File: config.mk
export PLATFORM = sky130hd
export DESIGN_NAME = pseudo_assoc_cache
export DESIGN_NICKNAME = d
export VERILOG_FILES = /design/src/rtl/pac_pkg.sv /design/src/rtl/pac_probe_seq.sv /design/src/rtl/pac_line_store.sv /design/src/rtl/pac_victim_sel.sv /design/src/rtl/pseudo_assoc_cache.sv
export SDC_FILE = /design/constraint.sdc
export NUM_CORES = 2
export LEC_CHECK = 0
export BUFFER_PORTS_ARGS = -buffer_cell sky130_fd_sc_hd__buf_2
export CORE_MARGIN = 2
export CORE_UTILIZATION = 30
export CTS_CLUSTER_DIAMETER = 60
export DETAILED_ROUTE_END_ITERATION = 16
export SLEW_MARGIN = 20
export SYNTH_ARGS = -nofsm -noshare
export SYNTH_HDL_FRONTEND = slang
export SYNTH_SLANG_ARGS = --single-unit
File: constraint.sdc
create_clock -name clk -period 22.3 [get_ports clk]
set_clock_uncertainty 0.1 [all_clocks]
set_input_delay 2.23 -clock clk [delete_from_list [all_inputs] [get_ports clk]]
set_output_delay 2.23 -clock clk [all_outputs]
set_load 0.01 [all_outputs]
File: src/rtl/pac_pkg.sv
package pac_pkg;
   typedef enum logic [1:0] {
      PAC_IDLE  = 2'd0,
      PAC_PROBE = 2'd1,
      PAC_FILL  = 2'd2
   } pac_state_e;
endpackage

File: src/rtl/pac_probe_seq.sv
module pac_probe_seq
   import pac_pkg::*;
#(
   parameter int PROBES = 4
) (
   input  logic                       clk,
   input  logic                       rst_n,
   input  logic                       start,
   input  logic                       hit,
   input  logic                       is_write,
   input  logic                       fill_done,
   output pac_state_e                 state,
   output logic [$clog2(PROBES)-1:0]  probe,
   output logic                       last
);
   localparam int PIDX_W = $clog2(PROBES);

   assign last = (probe == PIDX_W'(PROBES - 1));

   always_ff @(posedge clk) begin
      if (!rst_n) begin
         state <= PAC_IDLE;
         probe <= '0;
      end else begin
         case (state)
            PAC_IDLE: begin
               if (start) begin
                  state <= PAC_PROBE;
                  probe <= '0;
               end
            end
            PAC_PROBE: begin
               if (hit) begin
                  state <= PAC_IDLE;
               end else if (last) begin
                  state <= is_write ? PAC_IDLE : PAC_FILL;
               end else begin
                  probe <= probe + PIDX_W'(1);
               end
            end
            PAC_FILL: begin
               if (fill_done) state <= PAC_IDLE;
            end
            default: state <= PAC_IDLE;
         endcase
      end
   end
endmodule

File: src/rtl/pac_line_store.sv
module pac_line_store #(
   parameter int LINES  = 32,
   parameter int TAG_W  = 13,
   parameter int DATA_W = 32
) (
   input  logic                      clk,
   input  logic                      rst_n,
   input  logic [$clog2(LINES)-1:0]  rd_idx,
   output logic                      rd_valid,
   output logic [TAG_W-1:0]          rd_tag,
   output logic [DATA_W-1:0]         rd_data,
   input  logic                      wr_en,
   input  logic [$clog2(LINES)-1:0]  wr_idx,
   input  logic [TAG_W-1:0]          wr_tag,
   input  logic [DATA_W-1:0]         wr_data,
   output logic [LINES-1:0]          valid_vec
);
   logic [LINES-1:0]  vld_q;
   logic [TAG_W-1:0]  tag_q  [LINES];
   logic [DATA_W-1:0] data_q [LINES];

   always_ff @(posedge clk) begin
      if (!rst_n)     vld_q <= '0;
      else if (wr_en) vld_q[wr_idx] <= 1'b1;
   end

   always_ff @(posedge clk) begin
      if (wr_en) begin
         tag_q[wr_idx]  <= wr_tag;
         data_q[wr_idx] <= wr_data;
      end
   end

   assign rd_valid  = vld_q[rd_idx];
   assign rd_tag    = tag_q[rd_idx];
   assign rd_data   = data_q[rd_idx];
   assign valid_vec = vld_q;
endmodule

File: src/rtl/pac_victim_sel.sv
module pac_victim_sel #(
   parameter int PROBES = 4,
   parameter int SETS   = 8
) (
   input  logic                       clk,
   input  logic                       rst_n,
   input  logic [$clog2(SETS)-1:0]    set_idx,
   input  logic [PROBES-1:0]          cand_valid,
   input  logic                       commit,
   output logic [$clog2(PROBES)-1:0]  victim
);
   localparam int PIDX_W = $clog2(PROBES);

   logic [PIDX_W-1:0] first_inv;
   logic              any_inv;
   logic [PIDX_W-1:0] rr_q [SETS];

   always_comb begin
      first_inv = '0;
      for (int i = PROBES - 1; i >= 0; i--) begin
         if (!cand_valid[i]) first_inv = PIDX_W'(i);
      end
   end

   assign any_inv = ~&cand_valid;
   assign victim  = any_inv ? first_inv : rr_q[set_idx];

   always_ff @(posedge clk) begin
      if (!rst_n) begin
         for (int s = 0; s < SETS; s++) rr_q[s] <= '0;
      end else if (commit && !any_inv) begin
         rr_q[set_idx] <= rr_q[set_idx] + PIDX_W'(1);
      end
   end
endmodule

File: src/rtl/pseudo_assoc_cache.sv
module pseudo_assoc_cache
   import pac_pkg::*;
#(
   parameter int LINES  = 32,
   parameter int PROBES = 4,
   parameter int ADDR_W = 16,
   parameter int DATA_W = 32,
   parameter int CNT_W  = $clog2(PROBES + 1)
) (
   input  logic              clk,
   input  logic              rst_n,
   input  logic              req_valid,
   output logic              req_ready,
   input  logic              req_write,
   input  logic [ADDR_W-1:0] req_addr,
   input  logic [DATA_W-1:0] req_wdata,
   output logic              rsp_valid,
   output logic              rsp_hit,
   output logic [CNT_W-1:0]  rsp_probes,
   output logic [DATA_W-1:0] rsp_rdata,
   output logic              mem_valid,
   output logic              mem_write,
   output logic [ADDR_W-1:0] mem_addr,
   output logic [DATA_W-1:0] mem_wdata,
   input  logic              mem_rvalid,
   input  logic [DATA_W-1:0] mem_rdata
);
   localparam int SETS   = LINES / PROBES;
   localparam int SET_W  = $clog2(SETS);
   localparam int PIDX_W = $clog2(PROBES);
   localparam int IDX_W  = $clog2(LINES);
   localparam int TAG_W  = ADDR_W - SET_W;

   if (PROBES < 2 || (PROBES & (PROBES - 1)) != 0) begin : g_bad_probes
      $error("PROBES must be a power of two, at least 2");
   end
   if (SETS < 2 || (LINES % PROBES) != 0 || (LINES & (LINES - 1)) != 0) begin : g_bad_lines
      $error("LINES must be a power of two holding at least two groups");
   end
   if (ADDR_W <= SET_W || CNT_W < $clog2(PROBES + 1)) begin : g_bad_width
      $error("address or count width too small");
   end

   pac_state_e        state;
   logic [PIDX_W-1:0] probe;
   logic              last;
   logic              accept;
   logic [ADDR_W-1:0] addr_q;
   logic [DATA_W-1:0] wdata_q;
   logic              write_q;
   logic [SET_W-1:0]  set_q;
   logic [TAG_W-1:0]  tag_q;
   logic [IDX_W-1:0]  rd_idx;
   logic              rd_valid;
   logic [TAG_W-1:0]  rd_tag;
   logic [DATA_W-1:0] rd_data;
   logic              probe_hit;
   logic              fill_done;
   logic              wr_en;
   logic [IDX_W-1:0]  wr_idx;
   logic [DATA_W-1:0] wr_data;
   logic [LINES-1:0]  valid_vec;
   logic [PROBES-1:0] cand_valid;
   logic [PIDX_W-1:0] victim;

   assign req_ready = (state == PAC_IDLE);
   assign accept    = req_valid && req_ready;
   assign set_q     = addr_q[SET_W-1:0];
   assign tag_q     = addr_q[ADDR_W-1:SET_W];
   assign rd_idx    = {probe, set_q};
   assign probe_hit = (state == PAC_PROBE) && rd_valid && (rd_tag == tag_q);
   assign fill_done = (state == PAC_FILL) && mem_rvalid;

   for (genvar p = 0; p < PROBES; p++) begin : g_cand
      assign cand_valid[p] = valid_vec[{PIDX_W'(p), set_q}];
   end

   pac_probe_seq #(.PROBES(PROBES)) u_seq (
      .clk       (clk),
      .rst_n     (rst_n),
      .start     (accept),
      .hit       (probe_hit),
      .is_write  (write_q),
      .fill_done (fill_done),
      .state     (state),
      .probe     (probe),
      .last      (last)
   );

   assign wr_en   = (probe_hit && write_q) || fill_done;
   assign wr_idx  = (state == PAC_PROBE) ? rd_idx : {victim, set_q};
   assign wr_data = (state == PAC_PROBE) ? wdata_q : mem_rdata;

   pac_line_store #(.LINES(LINES), .TAG_W(TAG_W), .DATA_W(DATA_W)) u_store (
      .clk       (clk),
      .rst_n     (rst_n),
      .rd_idx    (rd_idx),
      .rd_valid  (rd_valid),
      .rd_tag    (rd_tag),
      .rd_data   (rd_data),
      .wr_en     (wr_en),
      .wr_idx    (wr_idx),
      .wr_tag    (tag_q),
      .wr_data   (wr_data),
      .valid_vec (valid_vec)
   );

   pac_victim_sel #(.PROBES(PROBES), .SETS(SETS)) u_victim (
      .clk        (clk),
      .rst_n      (rst_n),
      .set_idx    (set_q),
      .cand_valid (cand_valid),
      .commit     (fill_done),
      .victim     (victim)
   );

   always_ff @(posedge clk) begin
      if (accept) begin
         addr_q  <= req_addr;
         wdata_q <= req_wdata;
         write_q <= req_write;
      end
   end

   always_ff @(posedge clk) begin
      if (!rst_n) begin
         rsp_valid  <= 1'b0;
         rsp_hit    <= 1'b0;
         rsp_probes <= '0;
         rsp_rdata  <= '0;
         mem_valid  <= 1'b0;
         mem_write  <= 1'b0;
         mem_addr   <= '0;
         mem_wdata  <= '0;
      end else begin
         rsp_valid <= 1'b0;
         mem_valid <= 1'b0;
         if (state == PAC_PROBE) begin
            if (probe_hit) begin
               rsp_valid  <= 1'b1;
               rsp_hit    <= 1'b1;
               rsp_probes <= CNT_W'(probe) + CNT_W'(1);
               rsp_rdata  <= write_q ? wdata_q : rd_data;
            end else if (last) begin
               rsp_valid  <= write_q;
               rsp_hit    <= 1'b0;
               rsp_probes <= CNT_W'(PROBES);
               rsp_rdata  <= wdata_q;
            end
            if ((probe_hit || last) && write_q) begin
               mem_valid <= 1'b1;
               mem_write <= 1'b1;
               mem_addr  <= addr_q;
               mem_wdata <= wdata_q;
            end else if (!probe_hit && last) begin
               mem_valid <= 1'b1;
               mem_write <= 1'b0;
               mem_addr  <= addr_q;
            end
         end
         if (fill_done) begin
            rsp_valid  <= 1'b1;
            rsp_hit    <= 1'b0;
            rsp_probes <= CNT_W'(PROBES);
            rsp_rdata  <= mem_rdata;
         end
      end
   end
endmodule

Word level (Yosys, flattened, before mapping)
Memory sizes are Yosys's and may differ from the RTL's. A register that Yosys moved wholly into a read port is not among the register bits.
Index checks and enable logic that the tools add are counted.
Widths: inputs -> output; s select.
- output and inout bits: 88
- word-level logic and storage cells: 127
- memories kept: 3
- register bits: 172
- bits in writable memories: 1456
- $lt $le $gt $ge: 7
- add/sub/neg operators: 3
- equal/unequal tests: 9
- bitwise logic cells: 2
- reductions and logical operators: 28
- multiplexer cells: 60
- memory list (memory ; words ; bits a word ; rd ports ; clocked after Yosys merged registers in ; wr ports ; line ; RTL):
    u_store.data_q ; 32 ; 32 ; 1 ; 0 ; 1 ; pac_line_store.sv:20 ; logic [DATA_W-1:0] data_q [LINES];
    u_store.tag_q ; 32 ; 13 ; 1 ; 0 ; 1 ; pac_line_store.sv:19 ; logic [TAG_W-1:0] tag_q [LINES];
    u_victim.rr_q ; 8 ; 2 ; 1 ; 1 ; 8 ; pac_victim_sel.sv:16 ; logic [PIDX_W-1:0] rr_q [SETS];
- operators with widths (cell ; number):
    $mux 32 ; 6
    $mux 16 ; 2
    $or 32x32->32 ; 1
    $mux 2 ; 14
    $lt 5x6->1 const B ; 4
    $mux 1 ; 23
    $mux 3 ; 6
    $eq 13x13->1 ; 1
    $bmux 1 s3 ; 4
    $reduce_and 2->1 ; 5
    $logic_and 1x1->1 ; 9
    $reduce_and 4->1 ; 2
    $reduce_bool 2->1 ; 4
    $lt 3x6->1 const B ; 1
    $lt 4x6->1 const B ; 1
    $ne 2x2->1 const B ; 3
    $pmux 2 s3 ; 1
    $bmux 1 s5 ; 1
    $demux 1 s5 ; 1
    $ge 5x1->1 const B ; 1
    $mux 5 ; 1
    $add 2x1->2 const B ; 2
    $eq 2x2->1 const B ; 2
    $pmux 2 s2 ; 1
    11 further kinds ; 13

Longest topological paths before layout
- depth in word-level cells: 13
- mapped depth: 15

By module
A second synthesis with hierarchy kept.
- cell total of the unflattened synthesis: 3900
- area, all modules: 64349.2 µm²
- modules (own cells, without submodules) (module ; times used ; area each (µm²) ; sequential area each (µm²) ; cells each):
    pac_line_store ; 1 ; 57209.9 ; 43882.1 ; 3216
    pseudo_assoc_cache ; 1 ; 6089.6 ; 3213.1 ; 594
    pac_victim_sel ; 1 ; 859.6 ; 480.5 ; 71
    pac_probe_seq ; 1 ; 190.2 ; 80.1 ; 19

Worst setup path after synthesis
OpenSTA, ideal clock, no wires.
- path type: flip-flop to flip-flop
- start: register addr_q[1]
- end: memory u_store.data_q[20][0] (enable)
- required time: 21.624 ns
- setup slack: 13.748 ns
- library setup time: 0.576 ns
- cell stages (with the launch flop): 12
- path buffers: 2
- arrival time: 7.876 ns
- period minus slack after synthesis: 8.552 ns
- cell sequence: edfxtp_1 buf_2 mux4_2 mux2i_1 o22ai_1 xor2_1 a221o_1 or4b_1 nor4_4 a21oi_2 buf_2 nor4b_1
- cells in the longest elaborated chain, start to end: 8
- elaborated cells on any way between the ends: 25
- those cells by class: eq/ne (1); mux (18); reduce/logical (5); memory (1)
- RTL lines (what ; line ; RTL):
    from (decl) ; pseudo_assoc_cache.sv:48 ; logic [ADDR_W-1:0] addr_q;
    from (signal assigned) ; pseudo_assoc_cache.sv:119 ; addr_q <= req_addr;
    parallel branches: the longest is 8 deep, another holds $mem_v2 32x13 ; n/a ;
    to (decl) ; pac_line_store.sv:20 ;
Several ways; the timed one is not identified. The select of a mux whose other input is x is not followed.

Final worst setup path
- start: register addr_q[2]
- end: memory u_store.data_q[26][20] (enable)
Same word-level chain as after synthesis.

==> run_results.csv <==
group,metric,value,unit
worst_setup_path,cp_common_cell,"buf_4",
sta,relSlewSlack,26.2,%
routing,drt_iter0_drc,3877,
logic_synthesis,yosysSeqAreaShare,74.3,%
logic_synthesis,synth_area,64200,sq um
floorplan,io_pins,173,
logic_synthesis,avgSynthCellArea,18.8,sq um
layout,nets,3737,
floorplan,die_area,218000,sq um
run,cap_violations,0,
clock_network,cts_hold_buf,0,
place,dpl-instance-area,68700,sq um
pwr,power.density,89.2,nW/um^2
floorplan,die_x,467,microns
hold_path,hold_end,"u_store.valid_vec[28]",
worst_setup_path,cpPeakStageDelay,750,ps
clock_network,path_clk_slew,60,ps
pwr,leakagePower,24.0,nW
sta,fmax,0.135,GHz
layout,area_delta_synth_final,16.2,%
global_routing,grt_util_all_layers,16.3,%
clock_network,cts_resized,0,
clock_network,cts_tree,"done",
global_routing,grt_pass1_vias,34164,
worst_setup_path,end_kind,"register",
worst_setup_path,crit_required,22610,ps
floorplan,initial_core_util,30.2,%
sta,tightest_slew,1110,ps
worst_setup_path,timing.rr.end,"u_store.data_q[26][20]",
worst_setup_path,crit_chain,"buf_4 > buf_4 > buf_4 > nand2b_1 > o22ai_1 > or3_1 > a311oi_1 > a221o_1 > or4b_1 > nor4_4 > buf_4 > a21oi_4 > buf_4 > nor4_2 > buf_4 > buf_4",
floorplan,rows,169,
routing,first_pass_iters,6,
routing,wl,180000,microns
sta,setup-violations-final,0,
floorplan,core,212000,sq um
layout,fin_area,74600,sq um
global_routing,grt_pass1_wl,254000,microns
clock_network,cts_setup_buffers,0,
sta,hold_viol_final,0,
sta,finalCritPeriodShare,33.1,%
logic_synthesis,synthFlopType,"edfxtp_1",
worst_setup_path,rr_startpoint,"addr_q[2]",
worst_setup_path,slowest_stage,"buf_4",
worst_setup_path,ff2ff_setup_slack,14920,ps
pwr,vdd_drop_max,0.0661,mV
worst_setup_path,r2r_cells,16,
sta,rsz0062_at_grt,"no",
worst_setup_path,critPathLaunchType,"register",
sta,period_needed,7380,ps
routing,vias,34013,
clock_network,clock-sinks,1631,
logic_synthesis,ys_warn_count,0,
worst_setup_path,worstSetupPathType,"register to register",
place,hpwl,105000,microns
logic_synthesis,syn_nets,3491,
sta,hold_ws,348,ps
worst_setup_path,cp_data_arrival_time,7690,ps
global_routing,grt_max_degree,133,
sta,drv_slew,0,
hold_path,hold_class,"register to register",
logic_synthesis,async_flop_share,0,%
logic_synthesis,synth_edf_count,1505,
place,routabilityCongestion,0.843,
routing,antenna_left,0,
routing,avgRoutedWirePerCell,27.2,microns
routing,drc_errors,0,
sta,timing.setup.tns,0,ps
hold_path,holdPathStages,2,
clock_network,max-clock-path-buffers,3,
global_routing,overflow,0,
layout,drive_gt1_share,27.1,%
logic_synthesis,synth_seq_cells,1631,
hold_path,hold_path_startpoint,"u_store.valid_vec[28]",
logic_synthesis,ys_types,72,
worst_setup_path,worstPathMaxFanout,52,
clock_network,cts_root_buf,"clkbuf_16",
logic_synthesis,synthCells,3405,
clock_network,insertion_delay,840,ps
status,status,"completed",
global_routing,antenna_found_initial,10,
clock_network,cts_inserted_buffers,175,
routing,routed_via_density,5.14,
clock_network,h-tree-depth,4,
floorplan,die_h,467,microns
place,io_buffer_count,172,
worst max-delay path by stage:
stage / start / endpoint / slack, ps / cells after the start
3_5_place_dp: addr_q[2] / u_store.data_q[7][16] / 14920 / 15
2_1_floorplan: addr_q[1] / u_store.data_q[20][0] / 13750 / 11
3_3_place_gp: addr_q[2] / u_store.data_q[26][11] / 15000 / 16
6_report: addr_q[2] / u_store.data_q[26][20] / 14920 / 16
5_1_grt: addr_q[2] / u_store.tag_q[7][2] / 14650 / 15
4_1_cts: addr_q[2] / u_store.data_q[26][20] / 14940 / 16
placed cells by master (no fill, tap or decap), types with 43 or more instances in the layout:
cell / instances
a21oi_1: 43
buf_2: 171
mux4_2: 322
nand2_1: 267
mux2i_1: 176
nor2_1: 98
dfxtp_1: 125
mux2_2: 101
buf_4: 106
o21ai_0: 43
a211oi_1: 90
clkbuf_16: 178
o22ai_1: 48
edfxtp_1: 1505
logic make-up after synthesis:
group / after synthesis / share of synthesized area (%)
AO/OA/AOI/OAI: 348 / 3.75
flip-flops: 1631 / 74.3
XOR/XNOR: 12 / 0.164
multiplexers: 600 / 15.8
buffers and inverters: 228 / 1.69
adder cells (fa/ha/maj): 1 / 0.0195
AND/OR/NAND/NOR: 585 / 4.19
metrics by stage:
| stage | utilization, % | worst slack (ps) | power [W] | cells |
|---|---|---|---|---|
| 2_1_floorplan | - | 13750 | 0.00368 | 3405 |
| 3_3_place_gp | 32.4 | 15000 | 0.00383 | 6294 |
| 3_5_place_dp | 32.4 | 14920 | 0.00384 | 6295 |
| 4_1_cts | 35.1 | 14940 | 0.00671 | 6619 |
| 5_1_grt | 35.1 | 14650 | 0.00685 | 6622 |
| 6_report | 35.1 | 14920 | 0.00665 | 6623 |
where the power goes:
part           switching, W  internal, W
Combinational      0.000255     0.000124
Clock               0.00125      0.00164
Sequential       0.00000904      0.00338
flip-flops by register name, summed over array words and instances (netlist names), 3 cells and up, named ones only:
name	count
addr_q	16
mem_addr	16
mem_wdata	32
rsp_probes	3
rsp_rdata	32
u_store.data_q	1024
u_store.tag_q	416
u_store.valid_vec	32
u_victim.rr_q	16
wdata_q	32
worst max-delay path: cells and delay by family (launching register included):
kind | cells | cell delay (ps)
simple gates | 5 | 1590
flops | 1 | 340
buf+inv | 7 | 4020
compound gates | 4 | 760
metal layers:
metal | share of wire, % | GRT usage [%]
met5 | 0.0061 | 0
met4 | 4.0 | 6.36
met3 | 6.7 | 3.07
met2 | 50 | 27.1
met1 | 40 | 20.9
synthesized netlist by cell type, drive strengths merged, types with 4 or more instances:
library cell	instances	area share [%]
clkbuf	112	0.66
inv	12	0.070
mux2i	177	2.8
a221oi	14	0.19
o21ai	44	0.34
edfxtp	1505	70
nor4	48	0.49
and2	6	0.058
mux2	101	1.8
xor2	4	0.055
or2	5	0.049
xnor2	8	0.11
or3	6	0.058
or4b	4	0.062
a221o	7	0.11
nor3	17	0.13
nor2b	37	0.36
a211oi	90	1.1
nor2	119	0.70
nor4b	6	0.082
buf	99	0.91
nand4	10	0.097
and3	5	0.049
dfxtp	126	3.9
nand3b	4	0.047
o41ai	9	0.12
nand2b	11	0.11
a22oi	26	0.30
a311oi	6	0.082
nand3	14	0.11
mux4	322	11
o21a	4	0.047
a2bb2oi	4	0.055
nand4b	4	0.055
nand2	282	1.6
o22ai	48	0.47
a21oi	46	0.36
o31ai	29	0.34
cell type report:
class / instances / area (sq um)
clock buffer: 216 / 4630
inverter: 14 / 53.8
tap: 2821 / 3530
sequential: 1631 / 47700
timing repair buffer: 283 / 1760
multi-input combinational: 1546 / 15700
antenna: 4 / 10.0
clock inverter: 108 / 1150
fill: 19827 / 138000
Power figures use the tool's default switching activity.
